===== config.mk =====
export PLATFORM = sky130hd
export DESIGN_NAME = tu_dac_trig_router
export DESIGN_NICKNAME = d
export VERILOG_FILES = /design/src/rtl/dac_trig_pkg.sv /design/src/rtl/trig_sel_regs.sv /design/src/rtl/trig_route_merge.sv /design/src/rtl/trig_pulse_out.sv /design/src/rtl/tu_dac_trig_router.sv
export SDC_FILE = /design/constraint.sdc
export NUM_CORES = 1
export LEC_CHECK = 0
export BUFFER_PORTS_ARGS = -buffer_cell sky130_fd_sc_hd__buf_2
export CAP_MARGIN = 20
export CORE_MARGIN = 4
export CORE_UTILIZATION = 46
export CTS_CLUSTER_DIAMETER = 60
export CTS_CLUSTER_SIZE = 16
export DETAILED_ROUTE_END_ITERATION = 16
export MAX_ROUTING_LAYER = met4
export PLACE_DENSITY = 0.73
export RECOVER_POWER = 25
export SETUP_SLACK_MARGIN = 0.3
export SLEW_MARGIN = 10
export SYNTH_ARGS = -nofsm -noshare
export SYNTH_HDL_FRONTEND = slang
export SYNTH_HIERARCHICAL = 1
export SYNTH_SLANG_ARGS = --single-unit
export TNS_END_PERCENT = 50

===== constraint.sdc =====
create_clock -name clk -period 1.14 [get_ports clk]
set_input_delay 0 -clock clk [delete_from_list [all_inputs] [get_ports clk]]
set_output_delay 0 -clock clk [all_outputs]
set_load 0.02 [all_outputs]

===== src/rtl/dac_trig_pkg.sv =====
package dac_trig_pkg;
    localparam int SEL_W    = 2;
    localparam int NUM_TRIG = 3;

    typedef logic [SEL_W-1:0] route_code_t;

    localparam route_code_t ROUTE_NONE = 2'b00;
endpackage


===== src/rtl/trig_sel_regs.sv =====
module trig_sel_regs
    import dac_trig_pkg::*;
#(
    parameter int NUM_SRC = 7,
    parameter int IDX_W   = 3
) (
    input  logic                     clk,
    input  logic                     rst_n,
    input  logic                     we,
    input  logic [IDX_W-1:0]         idx,
    input  route_code_t              code,
    output logic [NUM_SRC*SEL_W-1:0] sel_flat
);
    typedef struct packed {
        logic [NUM_SRC*SEL_W-1:0] sel;
    } regs_t;

    regs_t st_d, st_q;

    always_comb begin
        st_d = st_q;
        for (int s = 0; s < NUM_SRC; s++) begin
            if (we && (idx == IDX_W'(s))) begin
                st_d.sel[s*SEL_W +: SEL_W] = code;
            end
        end
    end

    always_ff @(posedge clk or negedge rst_n) begin
        if (!rst_n) begin
            st_q <= '0;
        end else begin
            st_q <= st_d;
        end
    end

    assign sel_flat = st_q.sel;
endmodule


===== src/rtl/trig_route_merge.sv =====
module trig_route_merge
    import dac_trig_pkg::*;
#(
    parameter int NUM_SRC = 7
) (
    input  logic [NUM_SRC*SEL_W-1:0] sel_flat,
    input  logic [NUM_SRC-1:0]       upd,
    output logic [NUM_TRIG-1:0]      hit
);
    for (genvar t = 0; t < NUM_TRIG; t++) begin : g_line
        logic [NUM_SRC-1:0] routed;
        for (genvar s = 0; s < NUM_SRC; s++) begin : g_src
            assign routed[s] = upd[s] &&
                (sel_flat[s*SEL_W +: SEL_W] == route_code_t'(t + 1));
        end
        assign hit[t] = |routed;
    end
endmodule


===== src/rtl/trig_pulse_out.sv =====
module trig_pulse_out
    import dac_trig_pkg::*;
(
    input  logic                clk,
    input  logic                rst_n,
    input  logic [NUM_TRIG-1:0] hit,
    output logic [NUM_TRIG-1:0] pulse
);
    typedef struct packed {
        logic [NUM_TRIG-1:0] trig;
    } outs_t;

    outs_t st_d, st_q;

    always_comb begin
        st_d      = st_q;
        st_d.trig = hit;
    end

    always_ff @(posedge clk or negedge rst_n) begin
        if (!rst_n) begin
            st_q <= '0;
        end else begin
            st_q <= st_d;
        end
    end

    assign pulse = st_q.trig;
endmodule


===== src/rtl/tu_dac_trig_router.sv =====
module tu_dac_trig_router
    import dac_trig_pkg::*;
#(
    parameter  int NUM_SRC = 7,
    localparam int IDX_W   = (NUM_SRC > 1) ? $clog2(NUM_SRC) : 1
) (
    input  logic                clk,
    input  logic                rst_n,
    input  logic                cfg_we,
    input  logic [IDX_W-1:0]    cfg_idx,
    input  logic [SEL_W-1:0]    cfg_sel,
    input  logic [NUM_SRC-1:0]  upd_i,
    output logic [NUM_TRIG-1:0] trig_o
);
    logic [NUM_SRC*SEL_W-1:0] sel_flat;
    logic [NUM_TRIG-1:0]      hit;

    trig_sel_regs #(.NUM_SRC(NUM_SRC), .IDX_W(IDX_W)) u_regs (
        .clk      (clk),
        .rst_n    (rst_n),
        .we       (cfg_we),
        .idx      (cfg_idx),
        .code     (cfg_sel),
        .sel_flat (sel_flat)
    );

    trig_route_merge #(.NUM_SRC(NUM_SRC)) u_route (
        .sel_flat (sel_flat),
        .upd      (upd_i),
        .hit      (hit)
    );

    trig_pulse_out u_out (
        .clk   (clk),
        .rst_n (rst_n),
        .hit   (hit),
        .pulse (trig_o)
    );
endmodule


==> results of run 1 <==
## registers in the layout (all words and copies together), names as in the netlist
signal,cells
u_out/pulse,3
u_regs/sel_flat,14
## layer usage
metal | vias up | track usage | wire length [um]
li1 | 326 | - | -
met1 | 336 | 0.197 | 784
met2 | 30 | 0.300 | 1090
met3 | 4 | 0.0475 | 129
met4 | 0 | 0.0538 | 25
met5 | - | - | 0
## final cells by class
| cell class | instances | area share |
|---|---|---|
| clock buffer | 4 | 0.0244 |
| sequential | 17 | 0.394 |
| multi-input combinational | 54 | 0.398 |
| tap | 25 | 0.0290 |
| timing repair buffer | 24 | 0.154 |
## worst max-delay path, stage by stage (launching register included)
cell,delay (ps)
dfrtp_1,430
nand2_1,90
o22ai_1,80
or4_1,510
## synth_stat cells, drive strengths merged
cell type and number:
and4 1, and4bb 3, dfrtp 17, mux2 14
nand2 14, nand3 7, nand4 1, nand4b 3
nor2 2, nor4b 1, o22ai 6, or4 2
## stage by stage
| step | area [um^2] | hold WS, ps | worst slack (ps) | setup TNS [ps] |
|---|---|---|---|---|
| final | 1080 | 34.4 | -86.0 | -117 |
| after global routing | 1080 | 38.6 | -98.4 | -154 |
| after CTS | 1040 | 30.5 | -49.8 | -64.6 |
| after detailed placement | 971 | -59.8 | -40.9 | -54.5 |
| after global placement | 971 | -58.2 | -19.2 | -19.2 |
| after floorplan | 825 | -296 | 31.8 | 0 |
## path summary, 6_finish.rpt
kind	from	end
max in group asynchronous	rst_n	u_regs/sel_flat[1]
setup / recovery	u_regs/sel_flat[5]	u_out/pulse[1]
hold reg to reg	u_regs/sel_flat[7]	u_regs/sel_flat[7]
min in group asynchronous	rst_n	u_regs/sel_flat[11]
hold / removal	upd_i[5]	u_out/pulse[2]
setup reg to reg	u_regs/sel_flat[5]	u_out/pulse[1]
## logic make-up after synthesis
group,count (synthesis),share of synthesized area
AOI/OAI and AO/OA,6,0.0455
and+or+nand+nor,34,0.247
muxes,14,0.191
DFF,17,0.516
## power by group through the flow
stage,logic (mW),registers [mW],clock network [mW]
detailed placement,0.451,0.871,0
global placement,0.432,0.862,0
CTS,0.513,0.859,0.320
finish,0.587,0.874,0.313
global route,0.625,0.894,0.351
floorplan,0.198,0.909,0
## what timing repair did
action / CTS / global route
pin swaps: 3 / 3
hold buffers: 1 / 0
hold endpoints to repair: 17 / 0
resized for setup: 6 / 10
setup endpoints to repair: 7 / 15
setup buffers: 2 / 0
==> impl_metrics.toml, run 1 <==
[cts]
cts_tree = "built"
insertion_delay_ps = 280
cts-buffers-inserted = 3
cts.clk_slew.worst_paths_ps = 90
htreeDepth = 1
clockBufferDepth = 2
cts.sinks = 17
root_buffer = "clkbuf_4"

[pwr]
power_density_nw_per_um2 = 1640
intPower_mw = 1.23
power.leakage_nw = 0.491
clkPwrFrac = 0.176
p_total_mw = 1.77
comb_power_share = 0.331
seqPwrFrac = 0.493
switching_share = 0.307
ir_drop_v = 0.00128
p_switching_mw = 0.544

[placement]
portBuffers = 17
dp.cells = 117
hpwlAfterDp_um = 1400
globalplace.congestion = 0.786

[global_routing]
grt_pass1_wl_um = 3160
grt_pass1_vias = 675
grt-ovfl-total = 0
antenna_found_initial = 0
grt_usage = 0.175
grt_max_degree = 18

[setup_path]
rr_worst_depth = 3
path_class = "register to register"
arrival_ps = 1390
cp_max_fo = 4
cp.required_ps = 1300
startpoint_type = "register"
rrSetupSlack_ps = -90
setup.worst_path.end_class = "register"

[run]
cap_violations = 0

[logic_synthesis]
yosys_register_bits = 17
syn-cell-area_um2 = 825
synth.distinct_cells = 13
synth-seq-area-share = 0.516
yosysWarnings = 6
yosys.area.top_type = "dfrtp_1"
synth_nets = 86
synth.area.top_cells = "dfrtp_1 (52%), mux2_1 (9.6%), mux2_2 (9.6%)"
synth.top_cell.area_share = 0.516
syn_area_per_cell_um2 = 11.6
synthCells = 71

[sta]
period_share = 1.08
tightest_slew_ps = 893
rsz0062_at_grt = "true"
setup_ws_ps = -86.0
max_freq_mhz = 816
finalSetupViolations = 2
hold_viol = 0
finalCriticalPeriod_ps = 1230
drv_slew = 0
finClkSkew_ps = 2.50
relSlewSlack = 0.405

[cells_and_area]
syn_to_final_growth_pct = 30.8
antenna_cells = 0
seqCellArea_um2 = 425
nFillCells = 154
layout.nets = 115
final_cells = 124
final_util = 0.632
multiInputGateArea_um2 = 429
layout_commonest_cell = "dfrtp_1"
post_route_cells_drive_above_1_share = 0.384
layout_common_cells = "dfrtp_1 (17), buf_2 (14), nand2_1 (14)"

[floorplan]
die_h_um = 50.3
die_area_um2 = 2530
core_area_um2 = 1710
ios = 18
die_w_um = 50.3
rows = 15
start_util = 0.483

[worst_hold_path]
hold_path.class = "input port to register"
whs_path_depth = 3

[route]
drc = 0
wirelength_um = 2030
ant_nets = 0
wire_per_inst_um = 16.4
drtIter0Drc = 19
vias_per_cell = 5.61
first_pass_iters = 4
vias = 696

[outcome]
status = "finished, violations left"
violations = "setup timing"
No activity file was read; power rests on OpenSTA's default activity.
==> run 2, diff against run 1 <==
--- a/config.mk
+++ b/config.mk
@@ -5,10 +5,11 @@
 export SDC_FILE = /design/constraint.sdc
 export NUM_CORES = 1
 export LEC_CHECK = 0
+export ABC_AREA = 1
 export BUFFER_PORTS_ARGS = -buffer_cell sky130_fd_sc_hd__buf_2
 export CAP_MARGIN = 20
 export CORE_MARGIN = 4
-export CORE_UTILIZATION = 46
+export CORE_UTILIZATION = 47
 export CTS_CLUSTER_DIAMETER = 60
 export CTS_CLUSTER_SIZE = 16
 export DETAILED_ROUTE_END_ITERATION = 16
==> run 2 against run 1 <==
Net effect: the flow now finishes without violations; clock-buffer cell count did not move; utilization fell by 1.4 points; clock power is essentially flat; sequential power shrank 3.9%; synthesized area is 11% higher; wire length is 0.39% lower; critical endpoint unchanged; largest power group unchanged.
==> impl_metrics.toml, run 2 <==
[logic_synthesis]
synth.area.top_cells = "dfrtp_1 (47%), nand2_1 (24%), nand3_1 (15%)"
post-synth-top-count-cell = "nand2_1"
synth_top_family_by_area = "simple AND/OR/NAND/NOR gates"
synth_fa_ha_area_frac = 0
synth-async-reset-ratio = 1.00
synthCells = 136
ys.flop_type = "dfrtp_1"
yosys_register_bits = 17
synth.top_cell.area_share = 0.466
synth.distinct_cells = 7
synth-edff-count = 0
syn-cell-area_um2 = 913
syn_area_per_cell_um2 = 6.72
synth_compound_area_frac = 0
synth-xor-area-share = 0
yosys.area.top_type = "dfrtp_1"
synth-seq-area-share = 0.466
synth_nets = 151
synth_top_cells_by_count = "nand2_1 (58), nand3_1 (28), dfrtp_1 (17), inv_1 (17), nor2_1 (14)"
synthMuxAreaShare = 0
yosysWarnings = 6
synthSimpleGateAreaFrac = 0.456

[global_routing]
grt_usage = 0.178
grt-ovfl-total = 0
grt_pass1_vias = 855
grt_max_degree = 18
antenna_found_initial = 0
grt_pass1_wl_um = 3480

[setup_path]
startpoint = "u_regs/sel_flat[4]"
cp.required_ps = 1320
cp_slowest_stage_delay_ps = 410
crit_slowest_cell = "dfrtp_1"
path_cells = "inv_1 -> nand3_1 -> nand2_1 -> nor2_1 -> nand2_1"
setup.worst_path.end_class = "register"
startpoint_type = "register"
path_buf_inv = 1
path_delay_family = "flip-flops"
r2r-start = "u_regs/sel_flat[4]"
critPathMostFrequentCell = "nand2_1"
arrival_ps = 1050
cp_max_fo = 4
path_class = "register to register"

[cts]
cts_tree = "built"
clockBufferDepth = 2
insertion_delay_ps = 280
htreeDepth = 1
cts.sinks = 17
root_buffer = "clkbuf_4"
cts-buffers-inserted = 3
cts.clk_slew.worst_paths_ps = 100

[sta]
drv_slew = 0
max_freq_mhz = 1140
relSlewSlack = 0.715
tightest_slew_ps = 427
finalCriticalPeriod_ps = 875
hold_viol = 0
finalSetupViolations = 0
finClkSkew_ps = 3.33
setup-tns-final_ps = 0
period_share = 0.768
rsz0062_at_grt = "true"

[route]
first_pass_iters = 4
drtIter0Drc = 21
drc = 0
wire_per_inst_um = 10.8
vias_per_cell = 4.99
vias = 934
ant_nets = 0
wirelength_um = 2020

[worst_hold_path]
hold_path.class = "input port to register"
hp-start = "cfg_sel[1]"

[placement]
hpwlAfterDp_um = 1540
dp.cells = 177
portBuffers = 17
globalplace.congestion = 0.884
placed_cell_area_um2 = 1020

[floorplan]
rows = 15
die_h_um = 52.1
die_w_um = 52.1
core_area_um2 = 1780
start_util = 0.512
die_area_um2 = 2710
ios = 18

[cells_and_area]
antenna_cells = 0
finalInstanceArea_um2 = 1100
layout_common_cells = "nand2_1 (58), nand3_1 (27), dfrtp_1 (17), inv_1 (17), buf_2 (16)"
layout_commonest_cell = "nand2_1"
post_route_cells_drive_above_1_share = 0.167
final_cells = 187
syn_to_final_growth_pct = 20.5
largest_reg_flops = 14
layout.nets = 178

[pwr]
power_density_nw_per_um2 = 1460
ir_drop_v = 0.000856
p_total_mw = 1.60
power.leakage_nw = 0.643

[run]
cap_violations = 0

[outcome]
status = "finished clean"
==> run 2: cell types whose count changed in the layout (fill, tap and decap cells not counted), sizes merged, moves of 3 or more <==
cell,previous run,this run
nand3,7,28
nor2,2,15
mux2,14,0
nand2,14,58
inv,0,17
nand4b,3,0
and4bb,3,0
o22ai,6,0
==> run 2: kinds of logic (layout without fill, tap and decap cells) <==
| logic type | Yosys count | after routing |
|---|---|---|
| buf+inv | 18 | 44 |
| simple gates | 101 | 101 |
| flops | 17 | 17 |
==> run 2: worst register-to-register path, stage by stage, from the launching register on <==
cell	delay [ps]
dfrtp_1	410
inv_1	60
nand3_1	70
nand2_1	60
nor2_1	110
nand2_1	60
==> run 2: path summary, 6_finish.rpt <==
kind	depth (start not counted)	end	slack (ps)
worst max-delay path	5	u_out/pulse[1]	260
worst min-delay path	3	u_regs/sel_flat[11]	0.4
worst max register to register	5	u_out/pulse[1]	260
worst min register to register	2	u_regs/sel_flat[12]	530
max in group asynchronous	2	u_regs/sel_flat[8]	670
min in group asynchronous	2	u_out/pulse[0]	170
==> run 2: timing repair <==
item                                    in CTS  in global routing
hold buffers                                 1                  0
buffers inserted                             0                  5
endpoints found under the setup margin       3                  4
hold endpoints to repair                    17                  0
resized for setup                            0                  1
==> run 2: final cells by class <==
type                       count  area, um^2
fill                         174         682
tap                           25        31.3
clock buffer                   4        26.3
timing repair buffer          23         133
sequential                    17         425
inverter                      17        63.8
multi-input combinational    101         422
==> run 2: through the flow <==
step	util	setup slack (ps)	hold slack (ps)
after global routing	0.618	177	14.2
final	0.618	265	0.365
after CTS	0.594	266	0.156
after floorplan	-	388	-296
after detailed placement	0.573	288	-58.3
after global placement	0.573	307	-61.7
==> run 2: where the power goes <==
part	leakage [nW]	switching [mW]	internal [mW]	total, mW
combinational	0.416	0.257	0.190	0.447
sequential	0.212	0.109	0.731	0.840
clock	0.0150	0.181	0.136	0.316
==> run 2: layer usage <==
layer	GRT usage	vias up	share of wire
met5	-	-	0
met4	0.0873	0	0.019
met3	0.0344	4	0.049
met2	0.278	23	0.46
met1	0.220	429	0.47
li1	-	478	-
